--- config.mk ---
export PLATFORM = sky130hd
export DESIGN_NAME = scan_tap_core
export DESIGN_NICKNAME = d
export VERILOG_FILES = /design/src/rtl/scan_tap_pkg.sv /design/src/rtl/scan_tap_fsm.sv /design/src/rtl/scan_tap_ir.sv /design/src/rtl/scan_tap_idchain.sv /design/src/rtl/scan_tap_core.sv
export SDC_FILE = /design/constraint.sdc
export NUM_CORES = 1
export LEC_CHECK = 0
export ABC_AREA = 0
export BUFFER_PORTS_ARGS = -buffer_cell sky130_fd_sc_hd__clkbuf_2
export CORE_UTILIZATION = 45
export CTS_CLUSTER_SIZE = 28
export DETAILED_ROUTE_END_ITERATION = 10
export GPL_TIMING_DRIVEN = 0
export PLACE_DENSITY = 0.62
export SETUP_SLACK_MARGIN = 0.3
export SLEW_MARGIN = 30
export SYNTH_ARGS = -nofsm -noshare
export SYNTH_HDL_FRONTEND = slang
export SYNTH_SLANG_ARGS = --single-unit
--- constraint.sdc ---
create_clock -name tck -period 4.87 [get_ports tck]
set_clock_uncertainty 0.05 [all_clocks]
set_input_delay 0.974 -clock tck [delete_from_list [all_inputs] [get_ports tck]]
set_output_delay 0.974 -clock tck [all_outputs]
set_load 0.01 [all_outputs]
--- src/rtl/scan_tap_pkg.sv ---
package scan_tap_pkg;

    localparam int ID_W = 32;
    localparam int N_ID = 6;

    typedef enum logic [3:0] {
        ST_TLR    = 4'd0,
        ST_IDLE   = 4'd1,
        ST_SEL_DR = 4'd2,
        ST_CAP_DR = 4'd3,
        ST_SH_DR  = 4'd4,
        ST_EX1_DR = 4'd5,
        ST_PAU_DR = 4'd6,
        ST_EX2_DR = 4'd7,
        ST_UPD_DR = 4'd8,
        ST_SEL_IR = 4'd9,
        ST_CAP_IR = 4'd10,
        ST_SH_IR  = 4'd11,
        ST_EX1_IR = 4'd12,
        ST_PAU_IR = 4'd13,
        ST_EX2_IR = 4'd14,
        ST_UPD_IR = 4'd15
    } tap_state_e;

    // Chain position of the MSB of code k; one spare bit precedes code 4.
    function automatic int id_pos(input int k);
        return 1 + ID_W * k + ((k >= 4) ? 1 : 0);
    endfunction

    // Code k for a revision: revision nibble over a fixed 28-bit body.
    function automatic logic [ID_W-1:0] id_code(input logic [1:0] rev, input int k);
        logic [3:0]  nib;
        logic [27:0] body;
        case (k)
            0:       body = 28'h16C7057;
            1:       body = 28'h16C3057;
            2:       body = 28'h16C4057;
            3:       body = 28'h16C5057;
            default: body = 28'h16C6057;
        endcase
        case (rev)
            2'd0:    nib = (k == 1 || k == 3) ? 4'd2 : 4'd1;
            2'd1:    nib = (k == 2 || k >= 4) ? 4'd2 : 4'd3;
            default: nib = (k == 2 || k >= 4) ? 4'd3 : 4'd4;
        endcase
        return {nib, body};
    endfunction

endpackage

--- src/rtl/scan_tap_fsm.sv ---
module scan_tap_fsm
    import scan_tap_pkg::*;
(
    input  logic       tck,
    input  logic       trst_n,
    input  logic       tms,
    output tap_state_e state_o
);

    typedef struct packed {
        tap_state_e st;
    } fsm_regs_t;

    fsm_regs_t r_d, r_q;

    always_comb begin
        r_d = r_q;
        case (r_q.st)
            ST_TLR:    r_d.st = tms ? ST_TLR    : ST_IDLE;
            ST_IDLE:   r_d.st = tms ? ST_SEL_DR : ST_IDLE;
            ST_SEL_DR: r_d.st = tms ? ST_SEL_IR : ST_CAP_DR;
            ST_CAP_DR: r_d.st = tms ? ST_EX1_DR : ST_SH_DR;
            ST_SH_DR:  r_d.st = tms ? ST_EX1_DR : ST_SH_DR;
            ST_EX1_DR: r_d.st = tms ? ST_UPD_DR : ST_PAU_DR;
            ST_PAU_DR: r_d.st = tms ? ST_EX2_DR : ST_PAU_DR;
            ST_EX2_DR: r_d.st = tms ? ST_UPD_DR : ST_SH_DR;
            ST_UPD_DR: r_d.st = tms ? ST_SEL_DR : ST_IDLE;
            ST_SEL_IR: r_d.st = tms ? ST_TLR    : ST_CAP_IR;
            ST_CAP_IR: r_d.st = tms ? ST_EX1_IR : ST_SH_IR;
            ST_SH_IR:  r_d.st = tms ? ST_EX1_IR : ST_SH_IR;
            ST_EX1_IR: r_d.st = tms ? ST_UPD_IR : ST_PAU_IR;
            ST_PAU_IR: r_d.st = tms ? ST_EX2_IR : ST_PAU_IR;
            ST_EX2_IR: r_d.st = tms ? ST_UPD_IR : ST_SH_IR;
            ST_UPD_IR: r_d.st = tms ? ST_SEL_DR : ST_IDLE;
            default:   r_d.st = ST_TLR;
        endcase
    end

    always_ff @(posedge tck or negedge trst_n) begin
        if (!trst_n) r_q.st <= ST_TLR;
        else         r_q    <= r_d;
    end

    assign state_o = r_q.st;

    // reset state is sticky while TMS stays high
    assert_tlr_hold_R2: assert property (@(posedge tck) disable iff (!trst_n)
        (r_q.st == ST_TLR && tms) |=> (r_q.st == ST_TLR));

    // both update states leave for Run-Test/Idle or Select-DR-Scan only
    assert_update_exit_R2: assert property (@(posedge tck) disable iff (!trst_n)
        (r_q.st == ST_UPD_DR || r_q.st == ST_UPD_IR)
        |=> (r_q.st == ST_IDLE || r_q.st == ST_SEL_DR));

endmodule

--- src/rtl/scan_tap_ir.sv ---
module scan_tap_ir
    import scan_tap_pkg::*;
#(
    parameter int IR_W = 46
) (
    input  logic            tck,
    input  logic            trst_n,
    input  tap_state_e      state_i,
    input  logic            tdi,
    output logic            ir_lsb_o,
    output logic [IR_W-1:0] instr_o
);

    typedef struct packed {
        logic [IR_W-1:0] sh;
        logic [IR_W-1:0] instr;
    } ir_regs_t;

    ir_regs_t r_d, r_q;

    always_comb begin
        r_d = r_q;
        case (state_i)
            ST_CAP_IR: r_d.sh    = IR_W'(1);
            ST_SH_IR:  r_d.sh    = {tdi, r_q.sh[IR_W-1:1]};
            ST_UPD_IR: r_d.instr = r_q.sh;
            default:   ;
        endcase
    end

    always_ff @(posedge tck or negedge trst_n) begin
        if (!trst_n) r_q <= '0;
        else         r_q <= r_d;
    end

    assign ir_lsb_o = r_q.sh[0];
    assign instr_o  = r_q.instr;

    assert_capture_pattern_R3: assert property (@(posedge tck) disable iff (!trst_n)
        (state_i == ST_CAP_IR) |=> (r_q.sh[1:0] == 2'b01));

    assert_shift_entry_R4: assert property (@(posedge tck) disable iff (!trst_n)
        (state_i == ST_SH_IR) |=> (r_q.sh[IR_W-1] == $past(tdi)
                                   && r_q.sh[IR_W-2:0] == $past(r_q.sh[IR_W-1:1])));

    assert_instr_hold_R5: assert property (@(posedge tck) disable iff (!trst_n)
        (state_i != ST_UPD_IR) |=> $stable(r_q.instr));

endmodule

--- src/rtl/scan_tap_idchain.sv ---
module scan_tap_idchain
    import scan_tap_pkg::*;
#(
    parameter int DR_W = 197
) (
    input  logic       tck,
    input  logic       trst_n,
    input  tap_state_e state_i,
    input  logic       tdi,
    input  logic [1:0] rev_sel,
    output logic       dr_lsb_o
);

    // Register index i holds chain position DR_W-1-i, so index 0 leaves first.
    localparam int GAP_MID_IDX = DR_W - 1 - (id_pos(N_ID - 2) - 1);

    typedef struct packed {
        logic [DR_W-1:0] sh;
    } dr_regs_t;

    dr_regs_t        r_d, r_q;
    logic [DR_W-1:0] cap_v;

    always_comb begin
        cap_v = '0;
        for (int k = 0; k < N_ID; k++) begin
            cap_v[DR_W - 1 - id_pos(k) -: ID_W] = id_code(rev_sel, k);
        end
    end

    always_comb begin
        r_d = r_q;
        case (state_i)
            ST_CAP_DR: r_d.sh = cap_v;
            ST_SH_DR:  r_d.sh = {tdi, r_q.sh[DR_W-1:1]};
            default:   ;
        endcase
    end

    always_ff @(posedge tck or negedge trst_n) begin
        if (!trst_n) r_q <= '0;
        else         r_q <= r_d;
    end

    assign dr_lsb_o = r_q.sh[0];

    assert_capture_gaps_R6: assert property (@(posedge tck) disable iff (!trst_n)
        (state_i == ST_CAP_DR) |=> (r_q.sh[DR_W-1] == 1'b0 && r_q.sh[GAP_MID_IDX] == 1'b0
                                    && r_q.sh[0] == 1'b0));

    assert_first_code_R7: assert property (@(posedge tck) disable iff (!trst_n)
        (state_i == ST_CAP_DR && rev_sel == 2'd0) |=> (r_q.sh[DR_W-2 -: ID_W] == 32'h116C7057));

    assert_shift_step_R9: assert property (@(posedge tck) disable iff (!trst_n)
        (state_i == ST_SH_DR) |=> (r_q.sh[DR_W-1] == $past(tdi)
                                   && r_q.sh[DR_W-2:0] == $past(r_q.sh[DR_W-1:1])));

    assert_pause_hold_R11: assert property (@(posedge tck) disable iff (!trst_n)
        (state_i == ST_EX1_DR || state_i == ST_PAU_DR || state_i == ST_EX2_DR)
        |=> $stable(r_q.sh));

endmodule

--- src/rtl/scan_tap_core.sv ---
module scan_tap_core
    import scan_tap_pkg::*;
#(
    parameter int IR_W = 46,
    parameter int DR_W = 197
) (
    input  logic            tck,
    input  logic            trst_n,
    input  logic            tms,
    input  logic            tdi,
    input  logic [1:0]      rev_sel,
    output logic            tdo,
    output logic [IR_W-1:0] cur_instr
);

    localparam int MIN_DR_W = id_pos(N_ID - 1) + ID_W;

    generate
        if (DR_W < MIN_DR_W) begin : g_dr_too_short
            $error("scan_tap_core: DR_W too small for the ID codes");
        end
    endgenerate

    tap_state_e state;
    logic       ir_lsb;
    logic       dr_lsb;

    typedef struct packed {
        logic tdo;
    } out_regs_t;

    out_regs_t o_d, o_q;

    scan_tap_fsm i_fsm (
        .tck     (tck),
        .trst_n  (trst_n),
        .tms     (tms),
        .state_o (state)
    );

    scan_tap_ir #(.IR_W(IR_W)) i_ir (
        .tck      (tck),
        .trst_n   (trst_n),
        .state_i  (state),
        .tdi      (tdi),
        .ir_lsb_o (ir_lsb),
        .instr_o  (cur_instr)
    );

    scan_tap_idchain #(.DR_W(DR_W)) i_chain (
        .tck      (tck),
        .trst_n   (trst_n),
        .state_i  (state),
        .tdi      (tdi),
        .rev_sel  (rev_sel),
        .dr_lsb_o (dr_lsb)
    );

    always_comb begin
        o_d = o_q;
        case (state)
            ST_SH_DR: o_d.tdo = dr_lsb;
            ST_SH_IR: o_d.tdo = ir_lsb;
            default:  o_d.tdo = 1'b0;
        endcase
    end

    always_ff @(negedge tck or negedge trst_n) begin
        if (!trst_n) o_q <= '0;
        else         o_q <= o_d;
    end

    assign tdo = o_q.tdo;

    assert_tdo_quiet_R10: assert property (@(posedge tck) disable iff (!trst_n)
        !(state == ST_SH_DR || state == ST_SH_IR) |-> (tdo == 1'b0));

endmodule

==> out/qor.csv <==
stage,metric,value,unit
drt,DR vias/cell,5.37,
timing,Tightest Pin Transition,611,ps
timing,Slew headroom,59.2,%
final_layout,area growth from synthesis to layout,16.0,%
setup_path,CP max stage delay,390,ps
floorplan,I/O pins,53,
outcome,outcome,completed,
synthesis,Post-Syn Nets,776,
synthesis,register bit total from synthesis,294,
drt,met3 WL,860,microns
placement,gpl congestion,0.714,
synthesis,Post-synth EDFFs,0,
timing,count of final max-slew check failures,0,
clocking,hold buffer count at CTS,0,
timing,final setup vio count,0,
drt,# DRC,0,
floorplan,Initial Util,45.7,%
timing,Fin. Hold Viols,0,
flow_run,# Max-Cap Violations,0,
final_layout,Post-layout nets,866,
pwr,Comb power frac,24.9,%
synthesis,syn avg cell area,14.4,sq um
setup_path,FF-to-FF Start,i_fsm.state_o[0],
pwr,P_sw,0.00233,W
setup_path,crit end category,primary output,
synthesis,YS warnings,0,
synthesis,asr flop ratio synth,100,%
pwr,Sw Ratio,29.8,%
pwr,P_int,0.00547,W
final_layout,share of layout cells above drive strength 1,28.2,%
floorplan,Rows,57,
clocking,H-tree depth,1,
clocking,CTS tree,yes,
setup_path,Worst Path Buf+Inv,1,
global_routing,GRT Residual Overflow,0,
final_layout,"commonest cells after routing, fill and taps aside","dfrtp_1 (293), a22o_1 (156), o22a_1 (73)",
setup_path,"delay-heaviest family, CP",flip-flops,
global_routing,largest net degree at the start of global routing,74,
setup_path,critical-path cell list,clkbuf_2,
setup_path,Worst Setup Start Kind,flop,
placement,dpl cells,1150,
clocking,Clock Latency Late Sink,550,ps
drt,TritonRoute pass-1 iters,4,
setup_path,Worst R2R End,tdo,
floorplan,Die H,159,microns
final_layout,Layout Cells excl Fill,1206,
timing,RSZ-0062 raised after global routing,no,
placement,HPWL Detailed,12.3,mm
drt,Vias,6471,
floorplan,Die ar.,25300,sq um
setup_path,worst reg-to-reg path cell count,5,
floorplan,Core Area,24200,sq um
final_layout,number of diodes,0,
floorplan,width of the die,159,microns
pwr,maximum vdd drop,0.283,mV
synthesis,register area share after synthesis,66.4,%
drt,Routed Antenna Nets,0,
clocking,clock slew at reported path FFs,60,ps
pwr,Total Power,0.00780,W
clocking,CTS sink count,294,
global_routing,antenna violations before repair,0,
pwr,Pleak,6.17,nW
global_routing,first-pass GRT wire length,34.7,mm
drt,final WL,20.0,mm
pwr,clock group share of total power,28.7,%
placement,port bufs,52,
synthesis,Main synth FF type,dfrtp_1,
setup_path,CP Max Fanout,1,
drt,Max Used Layer,met4,
pwr,power per cell area,607,nW/um^2
hold_path,Hold Crit Class,in2async,
global_routing,gr usage total,16.5,%
drt,Starting DRT DRC Count,539,
timing,Min Hold Slack,348,ps
setup_path,worst path arrival time,3490,ps
global_routing,vias in the first global route,6673,
setup_path,CP required,3850,ps
clocking,CTS root buf,clkbuf_16,
timing,setup TNS,0,ps
final_layout,post-route cell area,12900,sq um
setup_path,register-to-register setup slack,670,ps
final_layout,"commonest non-fill, non-tap cell in the layout",dfrtp_1,
clocking,CTS Buf Count,30,
setup_path,slowest cell on the critical path,dfrtn_1,
setup_path,Crit Path Category,reg2out,
clocking,clk buf depth,3,
synthesis,cells after synthesis,770,
synthesis,"Cell Area, Synth",11100,sq um
drt,met2 wire len,8.72,mm
drt,drt wl/cell,16.6,microns
drt,DRT met1 WL,9.98,mm
pwr,Reg power frac,46.4,%
placement,"Cell Area, Placed",11900,sq um
synthesis,Cell variety after synth,38,
logic make-up (layout without fill, tap and decap cells):
group | Yosys count | after routing | share of synthesized area, %
compound gates | 257 | 257 | 19.7
xor+xnor | 1 | 1 | 0.0790
buf+inv | 113 | 225 | 6.31
flops | 294 | 294 | 66.4
mux | 46 | 46 | 4.66
simple gates | 59 | 59 | 2.89
synth_stat cells (2+ instances only):
cell type,n,area [sq um]
dfrtp_1,293,7330
a22o_1,156,1370
o22a_1,73,639
buf_4,46,345
mux2_2,45,507
buf_2,40,200
nand2_1,21,78.8
clkbuf_1,16,60.1
nor2_1,16,60.1
a31oi_1,9,56.3
buf_6,7,78.8
o31ai_1,6,45.0
a21oi_1,5,25.0
nor3_1,4,20.0
inv_1,3,11.3
o21ai_0,3,15.0
nand2b_1,2,12.5
nand3_1,2,10.0
nor2b_1,2,12.5
nor4b_1,2,17.5
o211ai_1,2,15.0
through the flow:
step                setup slack (ps)  util [%]
floorplan                        983         -
global placement               -5630      48.5
detailed placement               411      49.0
CTS                              338      53.0
global route                     334      53.0
finish                           358      53.0
power groups by stage:
stage | clock network [W] | registers (W) | logic (W)
3_3_place_gp | 0 | 0.00364 | 0.00190
4_1_cts | 0.00230 | 0.00362 | 0.00197
5_1_grt | 0.00240 | 0.00372 | 0.00218
6_report | 0.00224 | 0.00362 | 0.00194
3_5_place_dp | 0 | 0.00364 | 0.00198
2_1_floorplan | 0 | 0.00353 | 0.00154
timing repair:
item / 4_1_cts / 5_1_grt
resized for setup: 0 / 0
buffers inserted: 0 / 2
endpoints found under the setup margin: 0 / 1
state kept, by name, indices dropped and copies added, names as in the netlist:
register       flops
i_chain.r_q      197
i_fsm.state_o      4
i_ir.instr_o      46
i_ir.r_q          45
tdo                1
i_ir.ir_lsb_o      1
how the worst max path moves through the flow:
stage	startpoint	endpoint	slack, ps	cells past startpoint
final	tdo	tdo	360	1
after global routing	tdo	tdo	330	1
after CTS	tdo	tdo	340	1
after detailed placement	i_fsm.state_o[3]	tdo	410	5
after global placement	trst_n	tdo	-5630	1
after floorplan	i_fsm.state_o[3]	tdo	980	5
layout make-up:
| type | count | area [sq um] |
|---|---|---|
| buffer | 110 | 688 |
| clock buffer | 42 | 876 |
| clock inverter | 12 | 100 |
| fill | 2027 | 11400 |
| inverter | 3 | 11.3 |
| multi-input combinational | 363 | 3030 |
| sequential | 294 | 7360 |
| tap | 324 | 405 |
| timing repair buffer | 58 | 394 |
routing by layer:
layer | track usage (%) | vias to the layer above
met5 | 0 | -
met4 | 4.37 | 0
met3 | 3.02 | 32
met2 | 24.4 | 102
met1 | 24.9 | 3333
li1 | - | 3004
Note: power is estimated with default switching activity, not from simulation.
